==> config.mk <==
export PLATFORM = sky130hd
export DESIGN_NAME = acc_core
export DESIGN_NICKNAME = d
export VERILOG_FILES = /design/src/rtl/acc_pkg.sv /design/src/rtl/acc_alu.sv /design/src/rtl/acc_ctrl.sv /design/src/rtl/acc_datapath.sv /design/src/rtl/acc_core.sv
export SDC_FILE = /design/constraint.sdc
export NUM_CORES = 1
export LEC_CHECK = 0
export BUFFER_PORTS_ARGS = -buffer_cell sky130_fd_sc_hd__clkbuf_2
export CORE_UTILIZATION = 50
export CTS_CLUSTER_DIAMETER = 120
export DETAILED_ROUTE_END_ITERATION = 6
export PLACE_DENSITY = 0.75
export SYNTH_ARGS = -nofsm -noshare
export SYNTH_HDL_FRONTEND = slang
export SYNTH_SLANG_ARGS = --single-unit
==> constraint.sdc <==
create_clock -name clk -period 3.93 [get_ports clk]
set_input_delay 0.5895 -clock clk [delete_from_list [all_inputs] [get_ports clk]]
set_output_delay 0.5895 -clock clk [all_outputs]
set_load 0.05 [all_outputs]
==> src/rtl/acc_pkg.sv <==
package acc_pkg;

  typedef enum logic [3:0] {
    OP_JNS   = 4'h0, OP_LOAD  = 4'h1, OP_STORE = 4'h2, OP_ADD   = 4'h3,
    OP_SUBT  = 4'h4, OP_INPUT = 4'h5, OP_OUTPUT= 4'h6, OP_HALT  = 4'h7,
    OP_SKIP  = 4'h8, OP_JUMP  = 4'h9, OP_CLEAR = 4'hA, OP_ADDI  = 4'hB,
    OP_JUMPI = 4'hC, OP_BAD_D = 4'hD, OP_BAD_E = 4'hE, OP_BAD_F = 4'hF
  } opcode_e;

  typedef enum logic [4:0] {
    S_FA, S_FW, S_FIR, S_FPC, S_DEC,
    S_RDW, S_MBR, S_IND, S_OPX,
    S_ST1, S_ST2, S_J1, S_J2, S_J3,
    S_JMP, S_CLR, S_SKP, S_INW, S_INA, S_OUT, S_HLT
  } state_e;

  typedef enum logic [1:0] {MAR_HOLD, MAR_PC, MAR_IR, MAR_MBR} mar_sel_e;
  typedef enum logic [2:0] {PC_HOLD, PC_INC, PC_IR, PC_MBR, PC_MAR1} pc_sel_e;
  typedef enum logic [1:0] {MBR_HOLD, MBR_MEM, MBR_AC, MBR_PC} mbr_sel_e;
  typedef enum logic [2:0] {AC_HOLD, AC_MBR, AC_ADD, AC_SUB, AC_CLR, AC_IN} ac_sel_e;

  typedef struct packed {
    mar_sel_e mar;
    pc_sel_e  pc;
    mbr_sel_e mbr;
    ac_sel_e  ac;
    logic     ir_ld;
    logic     in_ld;
    logic     out_ld;
  } ctrl_t;

endpackage

==> src/rtl/acc_alu.sv <==
module acc_alu #(
  parameter int DATA_W = 16
) (
  input  logic [DATA_W-1:0] ac,
  input  logic [DATA_W-1:0] mbr,
  input  logic [1:0]        cond,
  output logic [DATA_W-1:0] sum,
  output logic [DATA_W-1:0] diff,
  output logic              skip_hit
);

  function automatic logic [DATA_W-1:0] add_wrap(input logic [DATA_W-1:0] a,
                                                 input logic [DATA_W-1:0] b);
    return a + b;
  endfunction

  function automatic logic [DATA_W-1:0] sub_wrap(input logic [DATA_W-1:0] a,
                                                 input logic [DATA_W-1:0] b);
    return a - b;
  endfunction

  function automatic logic skip_match(input logic [DATA_W-1:0] v,
                                      input logic [1:0] code);
    logic neg, zero;
    neg  = v[DATA_W-1];
    zero = (v == '0);
    case (code)
      2'b00:   return neg;
      2'b01:   return zero;
      2'b10:   return !neg && !zero;
      default: return 1'b0;
    endcase
  endfunction

  assign sum      = add_wrap(ac, mbr);
  assign diff     = sub_wrap(ac, mbr);
  assign skip_hit = skip_match(ac, cond);

endmodule

==> src/rtl/acc_ctrl.sv <==
module acc_ctrl
  import acc_pkg::*;
(
  input  logic         clk,
  input  logic         rst,
  input  logic [3:0]   op,
  input  logic         skip_hit,
  input  logic         in_valid,
  output ctrl_t        ctl,
  output logic         mem_we,
  output state_e       state,
  output logic         illegal
);

  state_e nxt;
  logic   ind_done;

  function automatic state_e dispatch(input logic [3:0] code);
    case (opcode_e'(code))
      OP_JNS:                                   return S_J1;
      OP_LOAD, OP_ADD, OP_SUBT, OP_ADDI, OP_JUMPI: return S_RDW;
      OP_STORE:                                 return S_ST1;
      OP_INPUT:                                 return S_INW;
      OP_OUTPUT:                                return S_OUT;
      OP_SKIP:                                  return S_SKP;
      OP_JUMP:                                  return S_JMP;
      OP_CLEAR:                                 return S_CLR;
      default:                                  return S_HLT;
    endcase
  endfunction

  always_ff @(posedge clk) begin
    if (rst) begin
      state    <= S_FA;
      ind_done <= 1'b0;
      illegal  <= 1'b0;
    end else begin
      state <= nxt;
      if (state == S_FA)       ind_done <= 1'b0;
      else if (state == S_IND) ind_done <= 1'b1;
      if (state == S_DEC && op >= 4'hD) illegal <= 1'b1;
    end
  end

  always_comb begin
    nxt       = state;
    ctl.mar   = MAR_HOLD;
    ctl.pc    = PC_HOLD;
    ctl.mbr   = MBR_HOLD;
    ctl.ac    = AC_HOLD;
    ctl.ir_ld = 1'b0;
    ctl.in_ld = 1'b0;
    ctl.out_ld = 1'b0;
    mem_we    = 1'b0;
    case (state)
      S_FA:  begin ctl.mar = MAR_PC; nxt = S_FW; end
      S_FW:  nxt = S_FIR;
      S_FIR: begin ctl.ir_ld = 1'b1; nxt = S_FPC; end
      S_FPC: begin ctl.pc = PC_INC; nxt = S_DEC; end
      S_DEC: begin ctl.mar = MAR_IR; nxt = dispatch(op); end
      S_RDW: nxt = S_MBR;
      S_MBR: begin
        ctl.mbr = MBR_MEM;
        nxt = (opcode_e'(op) == OP_ADDI && !ind_done) ? S_IND : S_OPX;
      end
      S_IND: begin ctl.mar = MAR_MBR; nxt = S_RDW; end
      S_OPX: begin
        case (opcode_e'(op))
          OP_LOAD:          ctl.ac = AC_MBR;
          OP_ADD, OP_ADDI:  ctl.ac = AC_ADD;
          OP_SUBT:          ctl.ac = AC_SUB;
          OP_JUMPI:         ctl.pc = PC_MBR;
          default:          ;
        endcase
        nxt = S_FA;
      end
      S_ST1: begin ctl.mbr = MBR_AC; nxt = S_ST2; end
      S_ST2: begin mem_we = 1'b1; nxt = S_FA; end
      S_J1:  begin ctl.mbr = MBR_PC; nxt = S_J2; end
      S_J2:  begin mem_we = 1'b1; nxt = S_J3; end
      S_J3:  begin ctl.pc = PC_MAR1; nxt = S_FA; end
      S_JMP: begin ctl.pc = PC_IR; nxt = S_FA; end
      S_CLR: begin ctl.ac = AC_CLR; nxt = S_FA; end
      S_SKP: begin
        if (skip_hit) ctl.pc = PC_INC;
        nxt = S_FA;
      end
      S_INW: begin
        ctl.in_ld = in_valid;
        nxt = in_valid ? S_INA : S_INW;
      end
      S_INA: begin ctl.ac = AC_IN; nxt = S_FA; end
      S_OUT: begin ctl.out_ld = 1'b1; nxt = S_FA; end
      S_HLT: nxt = S_HLT;
      default: nxt = S_HLT;
    endcase
  end

endmodule

==> src/rtl/acc_datapath.sv <==
module acc_datapath
  import acc_pkg::*;
#(
  parameter int DATA_W = 16,
  parameter int ADDR_W = 12,
  parameter int IO_W   = 8
) (
  input  logic              clk,
  input  logic              rst,
  input  ctrl_t             ctl,
  input  logic [DATA_W-1:0] mem_rdata,
  input  logic [IO_W-1:0]   in_data,
  input  logic [DATA_W-1:0] alu_sum,
  input  logic [DATA_W-1:0] alu_diff,
  output logic [DATA_W-1:0] ac,
  output logic [DATA_W-1:0] mbr,
  output logic [DATA_W-1:0] ir,
  output logic [ADDR_W-1:0] pc,
  output logic [ADDR_W-1:0] mar,
  output logic [IO_W-1:0]   out_reg,
  output logic              out_v
);

  localparam int PAD_W = DATA_W - ADDR_W;
  localparam int EXT_W = DATA_W - IO_W;

  logic [IO_W-1:0] in_reg;

  function automatic logic [DATA_W-1:0] sext(input logic [IO_W-1:0] v);
    return {{EXT_W{v[IO_W-1]}}, v};
  endfunction

  always_ff @(posedge clk) begin
    if (rst) begin
      ac      <= '0;
      mbr     <= '0;
      ir      <= '0;
      pc      <= '0;
      mar     <= '0;
      in_reg  <= '0;
      out_reg <= '0;
      out_v   <= 1'b0;
    end else begin
      case (ctl.mar)
        MAR_PC:  mar <= pc;
        MAR_IR:  mar <= ir[ADDR_W-1:0];
        MAR_MBR: mar <= mbr[ADDR_W-1:0];
        default: ;
      endcase
      if (ctl.ir_ld) ir <= mem_rdata;
      case (ctl.pc)
        PC_INC:  pc <= pc + 1'b1;
        PC_IR:   pc <= ir[ADDR_W-1:0];
        PC_MBR:  pc <= mbr[ADDR_W-1:0];
        PC_MAR1: pc <= mar + 1'b1;
        default: ;
      endcase
      case (ctl.mbr)
        MBR_MEM: mbr <= mem_rdata;
        MBR_AC:  mbr <= ac;
        MBR_PC:  mbr <= {{PAD_W{1'b0}}, pc};
        default: ;
      endcase
      case (ctl.ac)
        AC_MBR:  ac <= mbr;
        AC_ADD:  ac <= alu_sum;
        AC_SUB:  ac <= alu_diff;
        AC_CLR:  ac <= '0;
        AC_IN:   ac <= sext(in_reg);
        default: ;
      endcase
      if (ctl.in_ld)  in_reg  <= in_data;
      if (ctl.out_ld) out_reg <= ac[IO_W-1:0];
      out_v <= ctl.out_ld;
    end
  end

endmodule

==> src/rtl/acc_core.sv <==
module acc_core
  import acc_pkg::*;
#(
  parameter int DATA_W = 16,
  parameter int ADDR_W = 12,
  parameter int IO_W   = 8
) (
  input  logic              clk,
  input  logic              rst,
  output logic [ADDR_W-1:0] mem_addr,
  output logic [DATA_W-1:0] mem_wdata,
  output logic              mem_we,
  input  logic [DATA_W-1:0] mem_rdata,
  input  logic [IO_W-1:0]   in_data,
  input  logic              in_valid,
  output logic [IO_W-1:0]   out_data,
  output logic              out_valid,
  output logic              halted,
  output logic              illegal_op
);

  localparam int OPC_W = DATA_W - ADDR_W;

  ctrl_t             ctl;
  state_e            state;
  logic [DATA_W-1:0] ac_q, mbr_q, ir_q, alu_sum, alu_diff;
  logic [ADDR_W-1:0] pc_q, mar_q;
  logic [OPC_W-1:0]  op_field;
  logic              skip_hit;

  // named internal events for the checker
  logic ev_ir_load, ev_pc_step, ev_in_wait;

  assign op_field = ir_q[DATA_W-1 -: OPC_W];

  acc_ctrl u_ctrl (
    .clk      (clk),
    .rst      (rst),
    .op       (op_field[3:0]),
    .skip_hit (skip_hit),
    .in_valid (in_valid),
    .ctl      (ctl),
    .mem_we   (mem_we),
    .state    (state),
    .illegal  (illegal_op)
  );

  acc_alu #(.DATA_W(DATA_W)) u_alu (
    .ac       (ac_q),
    .mbr      (mbr_q),
    .cond     (ir_q[ADDR_W-1 -: 2]),
    .sum      (alu_sum),
    .diff     (alu_diff),
    .skip_hit (skip_hit)
  );

  acc_datapath #(.DATA_W(DATA_W), .ADDR_W(ADDR_W), .IO_W(IO_W)) u_dp (
    .clk       (clk),
    .rst       (rst),
    .ctl       (ctl),
    .mem_rdata (mem_rdata),
    .in_data   (in_data),
    .alu_sum   (alu_sum),
    .alu_diff  (alu_diff),
    .ac        (ac_q),
    .mbr       (mbr_q),
    .ir        (ir_q),
    .pc        (pc_q),
    .mar       (mar_q),
    .out_reg   (out_data),
    .out_v     (out_valid)
  );

  assign mem_addr   = mar_q;
  assign mem_wdata  = mbr_q;
  assign halted     = (state == S_HLT);
  assign ev_ir_load = ctl.ir_ld;
  assign ev_pc_step = (ctl.pc == PC_INC);
  assign ev_in_wait = (state == S_INW);

endmodule

==> run_results.csv, run 1 <==
group,metric,value,unit
clock_tree,cts_tree,"yes",
pwr,total_power,3.83,mW
place,post-place-ws,0.480,ns
pwr,p_per_area,532,nW/um^2
clock_tree,cts-root-buf,"clkbuf_16",
logic_synthesis,synth-seq-cells,101,
logic_synthesis,syn_avg_cell_area,7.96,sq um
global_route,grt.met1_usage,41.4,%
timing,finalMaxSlewViolations,0,
logic_synthesis,syn-num-nets,860,
global_route,use_met2,46.5,%
pwr,p_seq_share,34.4,%
floorplanning,die_y,116,um
finish,antenna-diode-count,0,
finish,postLayoutCellArea,7200,sq um
finish,top_regs,"u_dp.ac x16, u_dp.ir x16, u_dp.mbr x16",
finish,stdcell_count,1026,
floorplanning,die_w,116,um
floorplanning,die_area,13400,sq um
timing,setup_ws,0.426,ns
global_route,grt_max_degree,35,
timing,fin_crit_sh,89.2,%
clock_tree,cts_sinks,101,
pwr,clock_power_share,22.7,%
logic_synthesis,netlist_instances,811,
route,wl_per_cell,19.3,um
clock_tree,numCtsBuffers,9,
timing,setup_viol,0,
timing,maxSlewHeadroom,21.4,%
logic_synthesis,yosys_warnings,0,
timing,fmax,0.285,GHz
global_route,grt.busiest_layer,"met2",
timing,whs,0.459,ns
logic_synthesis,yosysSeqAreaShare,31.3,%
global_route,grt_use_total,30.7,%
place,postPlaceCellArea,6920,sq um
floorplanning,core,12600,sq um
clock_tree,postCtsSetupBuffers,0,
global_route,grt_first_pass_wirelength,31400,um
finish,utilization,57.0,%
timing,setup_tns,0,ns
place,post-place-cells,1010,
pwr,power.switching,1.61,mW
floorplanning,pin_count,67,
global_route,met3_usage,5.13,%
pwr,combPwrFrac,42.9,%
finish,drive_gt1_share,13.7,%
floorplanning,start_util,51.2,%
pwr,leakagePower,2.80,nW
worst_setup_path,cp.arrival,3.75,ns
logic_synthesis,synth_flop_cell,"dfxtp_1",
clock_tree,cts_hold_buf,0,
route,via_per_inst,6.35,
timing,period_needed,3.50,ns
global_route,grt_overflow,0,
place,hpwl,14200,um
pwr,internal-power,2.22,mW
route,ant_nets,0,
timing,worstMarginPinSlew,1.17,ns
place,place_congestion,0.930,
route,dr.first_iter.drc_count,626,
floorplanning,num_rows,41,
timing,finalHoldViolations,0,
finish,syn_to_final_growth,11.5,%
clock_tree,cts_max_path_buffers,2,
run_status,status,"finished clean",
worst_setup_path,crit_path_end_kind,"flip-flop",
worst_setup_path,critPathKind,"reg2reg",
global_route,antenna_found_initial,1,
clock_tree,worstSkewPairLatency,0.36,ns
worst_setup_path,crit_path_max_fanout,9,
logic_synthesis,async_flop_share,0,%
logic_synthesis,synth_cell_types,71,
place,portBuffers,66,
finish,layout.nets,898,
route,drc,0,
route,firstDrtPassIters,5,
worst_setup_path,r2r_setup_slack,0.43,ns
job,drv_cap,0,
pwr,ir_worst_vdd,0.295,mV
pwr,swShare,42.0,%
route,dr_total_vias,6518,
hold_path,hold_class,"in2reg",
timing,fin_skew,0.00931,ns
route,wirelength,19800,um
clock_tree,htree_levels,3,
logic_synthesis,syn-cell-area,6460,sq um
global_route,grt_pass1_vias,5968,
worst_setup_path,required,4.18,ns
clock_tree,cts.clk_slew.worst_paths,0.07,ns
clock_tree,post_cts_resized,0,
worst_setup_path,startpoint_type,"flip-flop",
timing,rsz0062_at_grt,"no",
logic_synthesis,synth_edf_count,0,
power by group through the flow:
stage,registers (mW),clock network (mW),logic (mW)
floorplan,1.44,0,1.14
global placement,1.33,0,1.60
CTS,1.31,0.872,1.62
global route,1.33,0.921,1.81
finish,1.32,0.868,1.64
detailed placement,1.33,0,1.61
final timing paths:
check | start | depth (start not counted) | to
worst max register to register | u_dp.ir[14]$_SDFFE_PP0P_ | 11 | u_dp.ac[11]$_SDFFE_PP0P_
worst min register to register | u_ctrl.illegal$_SDFFE_PP0P_ | 2 | u_ctrl.illegal$_SDFFE_PP0P_
worst max-delay path | u_dp.ir[14]$_SDFFE_PP0P_ | 11 | u_dp.ac[11]$_SDFFE_PP0P_
worst min-delay path | mem_rdata[10] | 3 | u_dp.ir[10]$_SDFFE_PP0P_
placed cells by master (no fill, tap or decap), types with 15 or more instances in the layout:
| cell | count |
|---|---|
| a211oi_1 | 36 |
| a221oi_1 | 16 |
| ha_1 | 21 |
| nor2b_1 | 18 |
| a31oi_1 | 18 |
| inv_1 | 23 |
| buf_4 | 22 |
| o21ai_0 | 46 |
| o21a_1 | 17 |
| dfxtp_1 | 101 |
| nor2_1 | 68 |
| mux2i_1 | 33 |
| nand2_1 | 74 |
| xor2_1 | 19 |
| xnor2_1 | 15 |
| a21oi_1 | 52 |
| nor3_1 | 27 |
| clkbuf_2 | 66 |
per-layer routing:
| metal | vias to the layer above | wire (um) |
|---|---|---|
| li1 | 3099 | - |
| met1 | 3040 | 8560 |
| met2 | 324 | 8740 |
| met3 | 53 | 1720 |
| met4 | 2 | 773 |
| met5 | - | 13 |
critical path, stage by stage, from the launching register on:
cell,delay (ns)
dfxtp_1,0.45
nor4b_1,0.37
nand3_1,0.35
o21ai_0,0.40
inv_1,0.09
ha_1,0.27
nor2b_1,0.14
o31ai_1,0.52
o211ai_1,0.26
a21oi_1,0.22
nor4_1,0.07
a221o_1,0.26
kinds of logic after synthesis:
logic type | Yosys count | synth area share (%)
fa+ha+maj | 22 | 4.38
simple gates | 270 | 20.7
buf+inv | 84 | 5.21
mux | 37 | 5.81
compound gates | 263 | 28.0
xor+xnor | 34 | 4.61
flops | 101 | 31.3
synthesized netlist by cell type (3+ instances only):
cell      number  share of area [%]
dfxtp_1      101                 31
nand2_1       74                4.3
nor2_1        68                4.0
a21oi_1       52                4.0
o21ai_0       46                3.6
clkbuf_1      40                2.3
a211oi_1      36                4.2
mux2i_1       33                5.1
nor3_1        27                2.1
inv_1         23                1.3
ha_1          21                4.1
xor2_1        19                2.6
a31oi_1       18                1.7
nor2b_1       18                1.7
buf_2         17                1.3
o21a_1        17                2.0
a221oi_1      16                2.2
xnor2_1       15                2.0
a22oi_1       14                1.6
nand3_1       14                1.1
nor4_1        13                1.3
and3_1         9               0.87
nand4_1        9               0.87
or3_1          6               0.58
a32oi_1        5               0.68
a21o_1         4               0.47
a222oi_1       4               0.62
a311oi_1       4               0.54
buf_1          4               0.23
mux2_2         4               0.70
nand2b_1       4               0.39
nand3b_1       4               0.47
o211ai_1       4               0.47
o31ai_1        4               0.47
or4_1          4               0.47
a221o_1        3               0.47
and2_1         3               0.29
o211a_1        3               0.47
o21bai_1       3               0.35
o311a_1        3               0.47
or2_2          3               0.29
area by class of cell:
class	instances	area (sq um)
fillers	1199	5420
multi-input cells	626	4100
flip-flops and latches	101	2020
repair buffers	88	495
clock buffers	12	246
well taps	172	215
inverters	23	86.3
clock inverters	4	32.5
Note: power is estimated with default switching activity, not from simulation.
==> run 2: changes to the inputs <==
--- a/config.mk
+++ b/config.mk
@@ -9,6 +9,7 @@
 export CORE_UTILIZATION = 50
 export CTS_CLUSTER_DIAMETER = 120
 export DETAILED_ROUTE_END_ITERATION = 6
+export GPL_TIMING_DRIVEN = 0
 export PLACE_DENSITY = 0.75
 export SYNTH_ARGS = -nofsm -noshare
 export SYNTH_HDL_FRONTEND = slang
==> run_results.csv, run 2 (synthesis gave the netlist of run 1 again) <==
group,metric,value,unit
timing,fmax,0.271,GHz
global_route,grt_pass1_vias,6316,
finish,syn_to_final_growth,13.9,%
worst_setup_path,crit_chain,"buf_2, or4b_4, nor3_4, nor2_1, xnor2_1, ha_1, nor2b_1, o31a_1, o311a_1, or4_1, nand4_1, a31oi_1",
timing,fin_skew,0.0106,ns
clock_tree,cts-root-buf,"clkbuf_16",
worst_setup_path,crit_path_max_fanout,8,
floorplanning,core,12600,sq um
place,portBuffers,65,
job,drv_cap,0,
pwr,ir_worst_vdd,0.307,mV
timing,fin_crit_sh,93.8,%
clock_tree,cts.clk_slew.worst_paths,0.07,ns
route,wirelength,21100,um
timing,setup_viol,0,
clock_tree,postCtsSetupBuffers,0,
clock_tree,cts_hold_buf,0,
hold_path,hold_class,"in2reg",
pwr,p_per_area,550,nW/um^2
finish,final-seq-area,2020,sq um
floorplanning,pin_count,67,
timing,finalHoldViolations,0,
clock_tree,cts_tree,"yes",
clock_tree,numCtsBuffers,9,
worst_setup_path,critical-path-max-stage-delay,0.59,ns
place,hpwl,15800,um
finish,final_cell_mix,"dfxtp_1 (101), nand2_1 (74), nor2_1 (68)",
route,wl_per_cell,19.9,um
route,drc,0,
finish,final_common_cell,"dfxtp_1",
clock_tree,cts_max_path_buffers,2,
place,place_congestion,0.986,
finish,nFillCells,1217,
route,via_per_inst,6.42,
floorplanning,die_y,116,um
worst_setup_path,path_delay_family,"simple AND/OR/NAND/NOR gates",
finish,top_regs,"u_dp.ac x16, u_dp.ir x16, u_dp.mbr x16",
worst_setup_path,cp.arrival,3.90,ns
finish,antenna-diode-count,0,
run_status,status,"finished clean",
clock_tree,cts_sinks,101,
floorplanning,die_w,116,um
worst_setup_path,startpoint_type,"flip-flop",
pwr,leakagePower,2.86,nW
global_route,antenna_found_initial,0,
timing,period_needed,3.69,ns
worst_setup_path,critPathKind,"reg2reg",
timing,whs,0.462,ns
worst_setup_path,crit_slowest_cell,"or4b_4",
timing,finalMaxSlewViolations,0,
finish,layout.nets,936,
finish,utilization,58.3,%
floorplanning,die_area,13400,sq um
route,dr.first_iter.drc_count,894,
global_route,grt_overflow,0,
worst_setup_path,required,4.14,ns
timing,rsz0062_at_grt,"no",
route,dr_total_vias,6831,
clock_tree,htree_levels,3,
route,ant_nets,0,
global_route,grt_use_total,32.7,%
global_route,grt_first_pass_wirelength,33300,um
floorplanning,num_rows,41,
floorplanning,start_util,51.2,%
timing,worstMarginPinSlew,0.726,ns
finish,multi_input_area,4120,sq um
timing,maxSlewHeadroom,51.3,%
clock_tree,worstSkewPairLatency,0.36,ns
global_route,grt_max_degree,17,
worst_setup_path,crit_path_end_kind,"flip-flop",
worst_setup_path,critPathBufInv,1,
finish,drive_gt1_share,12.9,%
route,firstDrtPassIters,6,
[run 2: final cells by class]
cell class	count	area share (%)
Buffer	61	3.40
Clock buffer	10	3.11
Clock inverter	6	1.48
Inverter	23	1.17
Multi-Input combinational cell	626	56.0
Sequential cell	101	27.5
Tap cell	172	2.93
Timing Repair Buffer	65	4.42
[run 2: final timing paths]
check,start,to,slack [ns],cells past startpoint
setup / recovery,u_dp.ir[12]$_SDFFE_PP0P_,u_dp.ac[12]$_SDFFE_PP0P_,0.24,12
hold / removal,in_data[5],u_dp.in_reg[5]$_SDFFE_PP0P_,0.46,3
setup reg to reg,u_dp.ir[12]$_SDFFE_PP0P_,u_dp.ac[12]$_SDFFE_PP0P_,0.24,12
hold reg to reg,u_ctrl.illegal$_SDFFE_PP0P_,u_ctrl.illegal$_SDFFE_PP0P_,0.46,2
[run 2: power by group]
part           internal, mW  switching, mW  leakage (nW)
Clock                 0.623          0.415         0.167
Sequential             1.14          0.149         0.820
Combinational         0.629           1.09          1.88
Total                  2.40           1.65          2.86
[run 2: metrics by stage]
step                      power (mW)  cell area, sq um  TNS (ns)  setup slack, ns  instances
final                           4.05              7360         0            0.245       1064
after global routing            4.26              7360         0           0.0225       1064
after CTS                       4.01              7340         0            0.138       1064
after detailed placement        2.97              7000    -0.269           -0.147       1048
after global placement          2.95              7000    -0.108          -0.0761       1048
after floorplan                 2.58              6460         0            0.440        811
[run 2: tightest hold or removal path: stages]
cell,delay (ns)
clkbuf_2,0.07
mux2i_1,0.05
nor2_1,0.07
[run 2: layer usage]
layer	GRT usage [%]	routed length (um)
met3	7.90	1980
met4	15.6	765
met2	48.1	9130
met1	44.9	9270
met5	0	0
[run 2: repair_timing]
| item | CTS | global route |
|---|---|---|
| setup endpoints to repair | 3 | 9 |
| pin swaps | 0 | 0 |
| resized for setup | 1 | 4 |
| endpoints found under the hold margin | 0 | 0 |
